`src/rtl/rfsh_pkg.sv`:
```
package rfsh_pkg;

    localparam int CNT_W   = 3;
    localparam int RAS_MIN = 2;
    localparam int PRE_MIN = 1;
    localparam int DLY_MIN = 1;

    typedef enum logic [2:0] {
        ST_IDLE,
        ST_DLY,
        ST_CAS,
        ST_RAS,
        ST_SELF,
        ST_PRE
    } rfsh_state_e;

    typedef struct packed {
        logic       dly_sel;
        logic [1:0] ras_w;
        logic [1:0] pre_n;
    } rfsh_cfg_t;

    // Counter reload values are the phase length minus one.
    function automatic logic [CNT_W-1:0] dly_load(input logic sel);
        return CNT_W'(DLY_MIN - 1 + int'(sel));
    endfunction

    function automatic logic [CNT_W-1:0] ras_load(input logic [1:0] code);
        return CNT_W'(RAS_MIN - 1 + int'(code));
    endfunction

    function automatic logic [CNT_W-1:0] pre_load(input logic [1:0] code);
        return CNT_W'(PRE_MIN - 1 + int'(code));
    endfunction

endpackage

```
`src/rtl/rfsh_count.sv`:
```
module rfsh_count #(
    parameter int W = 3
) (
    input  logic         clk,
    input  logic         rst,
    input  logic         load,
    input  logic [W-1:0] load_val,
    output logic         zero
);
    logic [W-1:0] cnt;

    always_ff @(posedge clk) begin
        if (rst)
            cnt <= '0;
        else if (load)
            cnt <= load_val;
        else if (cnt != '0)
            cnt <= cnt - 1'b1;
    end

    assign zero = (cnt == '0);
endmodule

```
`src/rtl/rfsh_pending.sv`:
```
module rfsh_pending (
    input  logic clk,
    input  logic rst,
    input  logic tick,
    input  logic arm,
    input  logic take,
    output logic pend
);
    always_ff @(posedge clk) begin
        if (rst)
            pend <= 1'b0;
        else if (tick && arm)
            pend <= 1'b1;
        else if (take || !arm)
            pend <= 1'b0;
    end

    AST_PEND_HOLD: assert property (@(posedge clk) disable iff (rst)
        (pend && arm && !take) |=> pend);
endmodule

```
`src/rtl/rfsh_fsm.sv`:
```
module rfsh_fsm
    import rfsh_pkg::*;
(
    input  logic      clk,
    input  logic      rst,
    input  rfsh_cfg_t cfg,
    input  logic      self_want,
    input  logic      take,
    output logic      idle,
    output logic      ras_low,
    output logic      cas_low
);
    rfsh_state_e      st, st_nx;
    logic             self_run;
    logic             zero, load;
    logic [CNT_W-1:0] load_val;

    rfsh_count #(.W(CNT_W)) i_cnt (
        .clk      (clk),
        .rst      (rst),
        .load     (load),
        .load_val (load_val),
        .zero     (zero)
    );

    always_comb begin
        st_nx    = st;
        load     = 1'b0;
        load_val = '0;
        unique case (st)
            ST_IDLE: if (take) begin
                st_nx    = ST_DLY;
                load     = 1'b1;
                load_val = dly_load(cfg.dly_sel);
            end
            ST_DLY: if (zero) st_nx = ST_CAS;
            ST_CAS: begin
                if (self_run) begin
                    st_nx = ST_SELF;
                end else begin
                    st_nx    = ST_RAS;
                    load     = 1'b1;
                    load_val = ras_load(cfg.ras_w);
                end
            end
            ST_RAS: if (zero) begin
                st_nx    = ST_PRE;
                load     = 1'b1;
                load_val = pre_load(cfg.pre_n);
            end
            ST_SELF: if (!self_want) begin
                st_nx    = ST_PRE;
                load     = 1'b1;
                load_val = pre_load(cfg.pre_n);
            end
            ST_PRE: if (zero) st_nx = ST_IDLE;
            default: st_nx = ST_IDLE;
        endcase
    end

    always_ff @(posedge clk) begin
        if (rst) begin
            st       <= ST_IDLE;
            self_run <= 1'b0;
        end else begin
            st <= st_nx;
            if (st == ST_IDLE && take)
                self_run <= self_want;
        end
    end

    assign idle    = (st == ST_IDLE);
    assign ras_low = (st == ST_RAS) || (st == ST_SELF);
    assign cas_low = (st == ST_CAS) || ras_low;

    AST_CAS_SINGLE: assert property (@(posedge clk) disable iff (rst)
        (st == ST_CAS) |=> (st != ST_CAS));
    AST_PRE_STAY: assert property (@(posedge clk) disable iff (rst)
        (st == ST_PRE && !zero) |=> (st == ST_PRE));
    AST_SELF_HOLD: assert property (@(posedge clk) disable iff (rst)
        (st == ST_SELF && self_want) |=> (st == ST_SELF));
    AST_SELF_EXIT: assert property (@(posedge clk) disable iff (rst)
        (st == ST_SELF && !self_want) |=> (st == ST_PRE));
endmodule

```
`src/rtl/dram_refresh_ctrl.sv`:
```
module dram_refresh_ctrl
    import rfsh_pkg::*;
(
    input  logic       clk,
    input  logic       rst,
    input  logic       rfsh_en_i,
    input  logic       self_mode_i,
    input  logic       dly_sel_i,
    input  logic [1:0] ras_w_i,
    input  logic [1:0] pre_cnt_i,
    input  logic       tick_i,
    input  logic       gnt_i,
    output logic       req_o,
    output logic       own_o,
    output logic       ras_n_o,
    output logic       cas_n_o
);
    rfsh_cfg_t cfg;
    logic      self_want, cbr_arm, pend, idle, take, ras_low, cas_low;

    assign cfg       = '{dly_sel: dly_sel_i, ras_w: ras_w_i, pre_n: pre_cnt_i};
    assign self_want = rfsh_en_i && self_mode_i;
    assign cbr_arm   = rfsh_en_i && !self_mode_i;
    assign req_o     = idle && (self_want || (cbr_arm && pend));
    assign take      = req_o && gnt_i;

    rfsh_pending i_pend (
        .clk  (clk),
        .rst  (rst),
        .tick (tick_i),
        .arm  (cbr_arm),
        .take (take),
        .pend (pend)
    );

    rfsh_fsm i_fsm (
        .clk       (clk),
        .rst       (rst),
        .cfg       (cfg),
        .self_want (self_want),
        .take      (take),
        .idle      (idle),
        .ras_low   (ras_low),
        .cas_low   (cas_low)
    );

    assign own_o   = !idle;
    assign ras_n_o = !ras_low;
    assign cas_n_o = !cas_low;

    AST_RESET_IDLE: assert property (@(posedge clk)
        rst |=> (ras_n_o && cas_n_o && !own_o));
    AST_RAS_NEEDS_CAS: assert property (@(posedge clk) disable iff (rst)
        !ras_n_o |-> !cas_n_o);
    AST_OWN_AFTER_GNT: assert property (@(posedge clk) disable iff (rst)
        $rose(own_o) |-> $past(req_o && gnt_i));
    AST_REQ_WAIT: assert property (@(posedge clk) disable iff (rst)
        (req_o && !gnt_i && cbr_arm) |=> (req_o || !cbr_arm));
endmodule

```
`config.mk`:
```
export PLATFORM = sky130hd
export DESIGN_NAME = dram_refresh_ctrl
export DESIGN_NICKNAME = d
export VERILOG_FILES = /design/src/rtl/rfsh_pkg.sv /design/src/rtl/rfsh_count.sv /design/src/rtl/rfsh_pending.sv /design/src/rtl/rfsh_fsm.sv /design/src/rtl/dram_refresh_ctrl.sv
export SDC_FILE = /design/constraint.sdc
export NUM_CORES = 1
export LEC_CHECK = 0
export ABC_AREA = 1
export CAP_MARGIN = 40
export CORE_MARGIN = 1
export CORE_UTILIZATION = 30
export DETAILED_ROUTE_END_ITERATION = 10
export DONT_BUFFER_PORTS = 1
export GPL_TIMING_DRIVEN = 0
export PLACE_DENSITY = 0.49
export SETUP_SLACK_MARGIN = 0.2
export SYNTH_ARGS = -nofsm -noshare
export SYNTH_HDL_FRONTEND = slang
export SYNTH_HIERARCHICAL = 1
export SYNTH_SLANG_ARGS = --single-unit
```
`constraint.sdc`:
```
create_clock -name clk -period 4.85 [get_ports clk]
set_clock_uncertainty 0.15 [all_clocks]
set_input_delay 0.97 -clock clk [delete_from_list [all_inputs] [get_ports clk]]
set_output_delay 0.97 -clock clk [all_outputs]
set_load 0.02 [all_outputs]
```
==> results of run 1 <==
state kept, by name, indices dropped and copies added, names as in the netlist:
name / count
i_fsm/i_cnt/cnt: 3
i_fsm/self_run: 1
i_fsm/st: 3
i_pend/pend: 1
synth_stat cells:
cell	count	share of area, %
nand2_1	21	12
nand4_1	1	0.98
o21ai_1	1	0.78
o21ai_0	3	2.3
nor2_2	2	2.0
a21oi_2	3	4.1
inv_2	4	2.3
ha_1	3	5.9
nor2_1	12	7.0
nor3_2	2	3.1
nand2_2	6	5.9
o211ai_1	1	1.2
nand3_2	1	1.6
o21bai_1	1	1.2
dfxtp_1	8	25
inv_1	20	12
clkinv_1	1	0.59
nand3_1	7	5.5
xnor2_1	1	1.4
nand3b_1	1	1.2
a21oi_1	5	3.9
placed cells by master, fill, tap and decap left out:
cell type  Yosys  layout
nand3b_1       1       1
o21ai_1        1       1
inv_2          4       4
a21oi_1        5       5
o211ai_1       1       1
o21ai_0        3       3
xnor2_1        1       1
o21bai_1       1       1
inv_1         20      20
clkbuf_4       0       3
nor2_2         2       2
nand2_1       21      21
dfxtp_1        8       8
nand3_1        7       7
nand3_2        1       1
ha_1           3       3
nor3_2         2       2
a21oi_2        3       3
nand4_1        1       1
clkinv_1       1       1
nor2_1        12      12
nand2_2        6       6
how the worst min path moves through the flow:
stage                         from        endpoint  slack, ps  cells past startpoint
floorplan           i_fsm/self_run  i_fsm/self_run        280                      2
global placement    i_fsm/self_run  i_fsm/self_run        300                      2
detailed placement  i_fsm/self_run  i_fsm/self_run        300                      2
CTS                 i_fsm/self_run  i_fsm/self_run        310                      2
global route        i_fsm/self_run  i_fsm/self_run        340                      2
finish              i_fsm/self_run  i_fsm/self_run        310                      2
metal layers:
layer,global-route usage [%],up-vias
met5,0,-
met4,8.333,0
met3,4.815,4
met2,19.20,16
met1,16.78,245
li1,-,326
report_power, final:
group	internal, W	switching (W)	total [W]	leakage (nW)
Sequential	0.0000826	0.0000157	0.0000983	0.0656
Clock	0.0000283	0.0000228	0.0000511	0.0138
Combinational	0.0000688	0.000137	0.000206	0.260
Total	0.000180	0.000175	0.000355	0.339
critical path: stages (launching register included):
cell	delay (ps)
dfxtp_1	360
nor3_2	370
nand2_2	110
nor2_1	330
per-stage QoR:
step | std cells | total power (W)
final | 134 | 0.0003551
after global placement | 131 | 0.0003043
after global routing | 134 | 0.0003956
after CTS | 134 | 0.0003598
after detailed placement | 131 | 0.0003064
after floorplan | 104 | 0.0002748
logic make-up (layout without fill, tap and decap cells):
kind of cell	after synthesis	in the layout
simple gates	53	53
buf+inv	25	28
compound gates	14	14
flops	8	8
fa+ha+maj	3	3
xor+xnor	1	1
layout make-up:
| cell class | count | area [um2] | area share, % |
|---|---|---|---|
| Tap cell | 27 | 33.78 | 4.856 |
| Clock buffer | 3 | 22.52 | 3.237 |
| Sequential cell | 8 | 160.2 | 23.02 |
| Inverter | 25 | 93.84 | 13.49 |
| Multi-Input combinational cell | 71 | 385.4 | 55.40 |
==> results.yml, run 1 <==
timing:
  fin_crit_sh_pct: 52.48
  fin_crit_ps: 2545
  final_hold_viol_count: 0
  fmax_mhz: 392.9
  fin_setup_tns_ps: 0
  rsz0062_at_grt: "false"
  slew_violations: 0
  setup_slack_ps: 2305
  finalSetupViolCount: 0
  max_slew_margin_pct: 73.73
  worst_pin_slew_ps: 391.8
  hold_ws_ps: 309.5
routing:
  drt-met1-wl_um: 635
  drtAntennaViolNets: 0
  wl_met2_um: 533
  wl_mm: 1.269
  via_count: 591
  drt-initial-drc-count: 5
  maxUsedRoutingLayer: "met4"
  route.detailed.drc: 0
  wl_met3_um: 64
  avgViaCountPerCell: 4.410
  routedWlPerCell_um: 9.470
  firstDrtPassIters: 4
power_and_ir_drop:
  leakagePower_nw: 0.3395
  power_density_nw_per_um2: 510.4
  peakVddDrop_mv: 0.1880
floorplan:
  die_w_um: 48.17
  start_util_pct: 32.26
  dieArea_um2: 2320
  die_h_um: 48.17
  fp.coreArea_um2: 1982
  rows: 16
  io_pins: 15
worst_hold_path:
  hold_path_class: "flip-flop to flip-flop"
grt:
  grt_pass1_wl_mm: 2.070
  grt_pass1_vias: 506
  grt_max_degree: 9
  grt_remaining_overflow: 0
  antenna_found_initial: 0
  grt.total_usage_pct: 13.34
finish:
  antenna_cells: 0
  postLayoutCellArea_um2: 695.7
  final_core_util_pct: 35.10
  drive_gt1_share_pct: 19.63
  fillers: 221
  area_delta_synth_final_pct: 8.806
  nNetsFinal: 123
cts:
  htree_levels: 1
  cts_buffers: 3
  clock_path_buffers: 2
  post_cts_buffers: 0
  cts-root-buf: "clkbuf_4"
  clk_latency_ps: 250
  clock-sinks: 8
  cts.clk_slew.worst_paths_ps: 50
  cts_hold_buf: 0
  ctsResizeCount: 0
  tritoncts: "built"
setup_path:
  path_max_fanout: 6
  worstSetupPathType: "flip-flop to primary output"
  worstPathArrival_ps: 1430
  crit_path_end: "req_o"
  endpoint_kind: "primary output"
  start_kind: "flip-flop"
  r2r_end: "i_fsm/i_cnt/cnt[1]"
  r2r_cells: 12
  cp-startpoint: "i_fsm/st[2]"
  reg2reg_slack_ps: 2680
  r2r-start: "i_fsm/st[2]"
  critical_path_required_ps: 3730
synthesis:
  synth_compound_area_share_pct: 13.50
  ys_types: 21
  synth_nets: 118
  ys_seq_area_share_pct: 25.05
  synth_simple_gate_area_share_pct: 39.53
  syn_area_um2: 639.4
  synthAdderAreaFrac_pct: 5.871
  synth_top_family_by_area: "simple AND/OR/NAND/NOR gates"
  synth_mux_area_share_pct: 0
  avgSynthCellArea_um2: 6.148
  synth-xor-area-share_pct: 1.370
  yosysWarnings: 6
  yosys_register_bits: 8
  netlist_instances: 104
placed_design:
  io_buffers: 0
  place_area_um2: 673.1
  dp_hpwl_mm: 1.047
  place_ws_ps: 2392
  gp_congestion: 0.7238
outcome:
  status: "complete, no violations"
job:
  drv_cap: 0
No activity file was read; power rests on OpenSTA's default activity.
==> run 2, diff against run 1 <==
Clock period 4.85 ns to 2.5 ns, I/O delays scaled along.
==> results.yml, run 2 (synthesis results as in run 1) <==
floorplan:
  rows: 16
  fp.coreArea_um2: 1982
  io_pins: 15
  die_w_um: 48.17
  die_h_um: 48.17
  dieArea_um2: 2320
  start_util_pct: 32.26
routing:
  routedWlPerCell_um: 9.560
  firstDrtPassIters: 4
  drtAntennaViolNets: 0
  avgViaCountPerCell: 4.507
  via_count: 604
  route.detailed.drc: 0
  wl_mm: 1.281
  drt-initial-drc-count: 2
finish:
  final_cell_mix: "21 x nand2_1, 20 x inv_1, 12 x nor2_1, 8 x dfxtp_1, 7 x nand3_1"
  nNetsFinal: 123
  area_delta_synth_final_pct: 10.76
  antenna_cells: 0
  drive_gt1_share_pct: 19.63
  final_common_cell: "nand2_1"
  top_regs: "i_fsm/i_cnt/cnt: 3 flops, i_fsm/st: 3 flops"
  fillers: 224
power_and_ir_drop:
  power_density_nw_per_um2: 994.5
  leakagePower_nw: 0.3456
  total_power_w: 0.0007043
  peakVddDrop_mv: 0.3883
timing:
  max_slew_margin_pct: 75.42
  worst_pin_slew_ps: 367.4
  fmax_mhz: 486.3
  fin_setup_tns_ps: 0
  final_hold_viol_count: 0
  slew_violations: 0
  fin_crit_ps: 2056
  finalSetupViolCount: 0
  fin_crit_sh_pct: 82.26
  rsz0062_at_grt: "false"
cts:
  ctsResizeCount: 0
  cts_hold_buf: 0
  cts-root-buf: "clkbuf_4"
  cts.clk_slew.worst_paths_ps: 60
  htree_levels: 1
  cts_buffers: 3
  clock_path_buffers: 2
  clk_latency_ps: 250
  post_cts_buffers: 0
  clock-sinks: 8
  tritoncts: "built"
setup_path:
  cp_slowest_stage_delay_ps: 380
  worstSetupPathType: "flip-flop to flip-flop"
  critical_path_required_ps: 2500
  crit_buf_inv: 3
  worstPathArrival_ps: 2050
  crit_family: "simple AND/OR/NAND/NOR gates"
  path_cells: "nor3_4, nand2_2, nor3_4, nand2_2, nand2_1, nor2_2, inv_1, inv_2, nand3_2, inv_1, nor2_1, nor2_1"
  path_max_fanout: 6
  endpoint_kind: "flip-flop"
  start_kind: "flip-flop"
  cp_slowest_cell: "dfxtp_1"
placed_design:
  io_buffers: 0
  dp_hpwl_mm: 1.047
  gp_congestion: 0.7238
outcome:
  status: "complete, no violations"
job:
  drv_cap: 0
grt:
  grt_remaining_overflow: 0
  antenna_found_initial: 0
  grt_pass1_vias: 506
  grt_pass1_wl_mm: 2.070
  grt.total_usage_pct: 13.34
  grt_max_degree: 9
worst_hold_path:
  hold_path_class: "input pin to flip-flop"
==> run 2: final timing paths <==
| path | start | to | slack (ps) | depth (start not counted) |
|---|---|---|---|---|
| worst max register to register | i_fsm/st[2] | i_fsm/i_cnt/cnt[1] | 440 | 12 |
| worst max-delay path | i_fsm/st[2] | i_fsm/i_cnt/cnt[1] | 440 | 12 |
| worst min register to register | i_fsm/self_run | i_fsm/self_run | 310 | 2 |
| worst min-delay path | rst | i_fsm/st[0] | 160 | 1 |
==> run 2: power breakdown <==
part	internal, W	total (W)	switching [W]
Sequential	0.000160	0.000196	0.0000352
Clock	0.0000550	0.0000996	0.0000446
Combinational	0.000140	0.000409	0.000269
Total	0.000356	0.000704	0.000349
==> run 2: per-stage QoR <==
| stage | setup slack [ps] | utilization (%) | instance area (um2) | hold slack, ps | cells |
|---|---|---|---|---|---|
| 2_1_floorplan | 604.4 | - | 639.4 | 283.6 | 104 |
| 3_3_place_gp | 365.6 | 33.96 | 673.1 | 298.1 | 131 |
| 3_5_place_dp | 323.9 | 33.96 | 673.1 | 303.8 | 131 |
| 4_1_cts | 312.7 | 35.10 | 695.7 | 146.6 | 134 |
| 5_1_grt | 239.7 | 35.73 | 708.2 | 133.7 | 134 |
| 6_report | 443.5 | 35.73 | 708.2 | 157.1 | 134 |
==> run 2: final cells by class <==
type	instances	area, um2	share of cell area, %
Clock buffer	3	22.52	3.180
Multi-Input combinational cell	71	397.9	56.18
Tap cell	27	33.78	4.770
Sequential cell	8	160.2	22.61
Inverter	25	93.84	13.25
==> run 2: routing by layer <==
layer	vias to the layer above	track usage, %	part of all wire, %
met5	-	0	0
met1	256	16.78	48
li1	330	-	-
met3	4	4.815	4.9
met2	14	19.20	44
met4	0	8.333	2.7
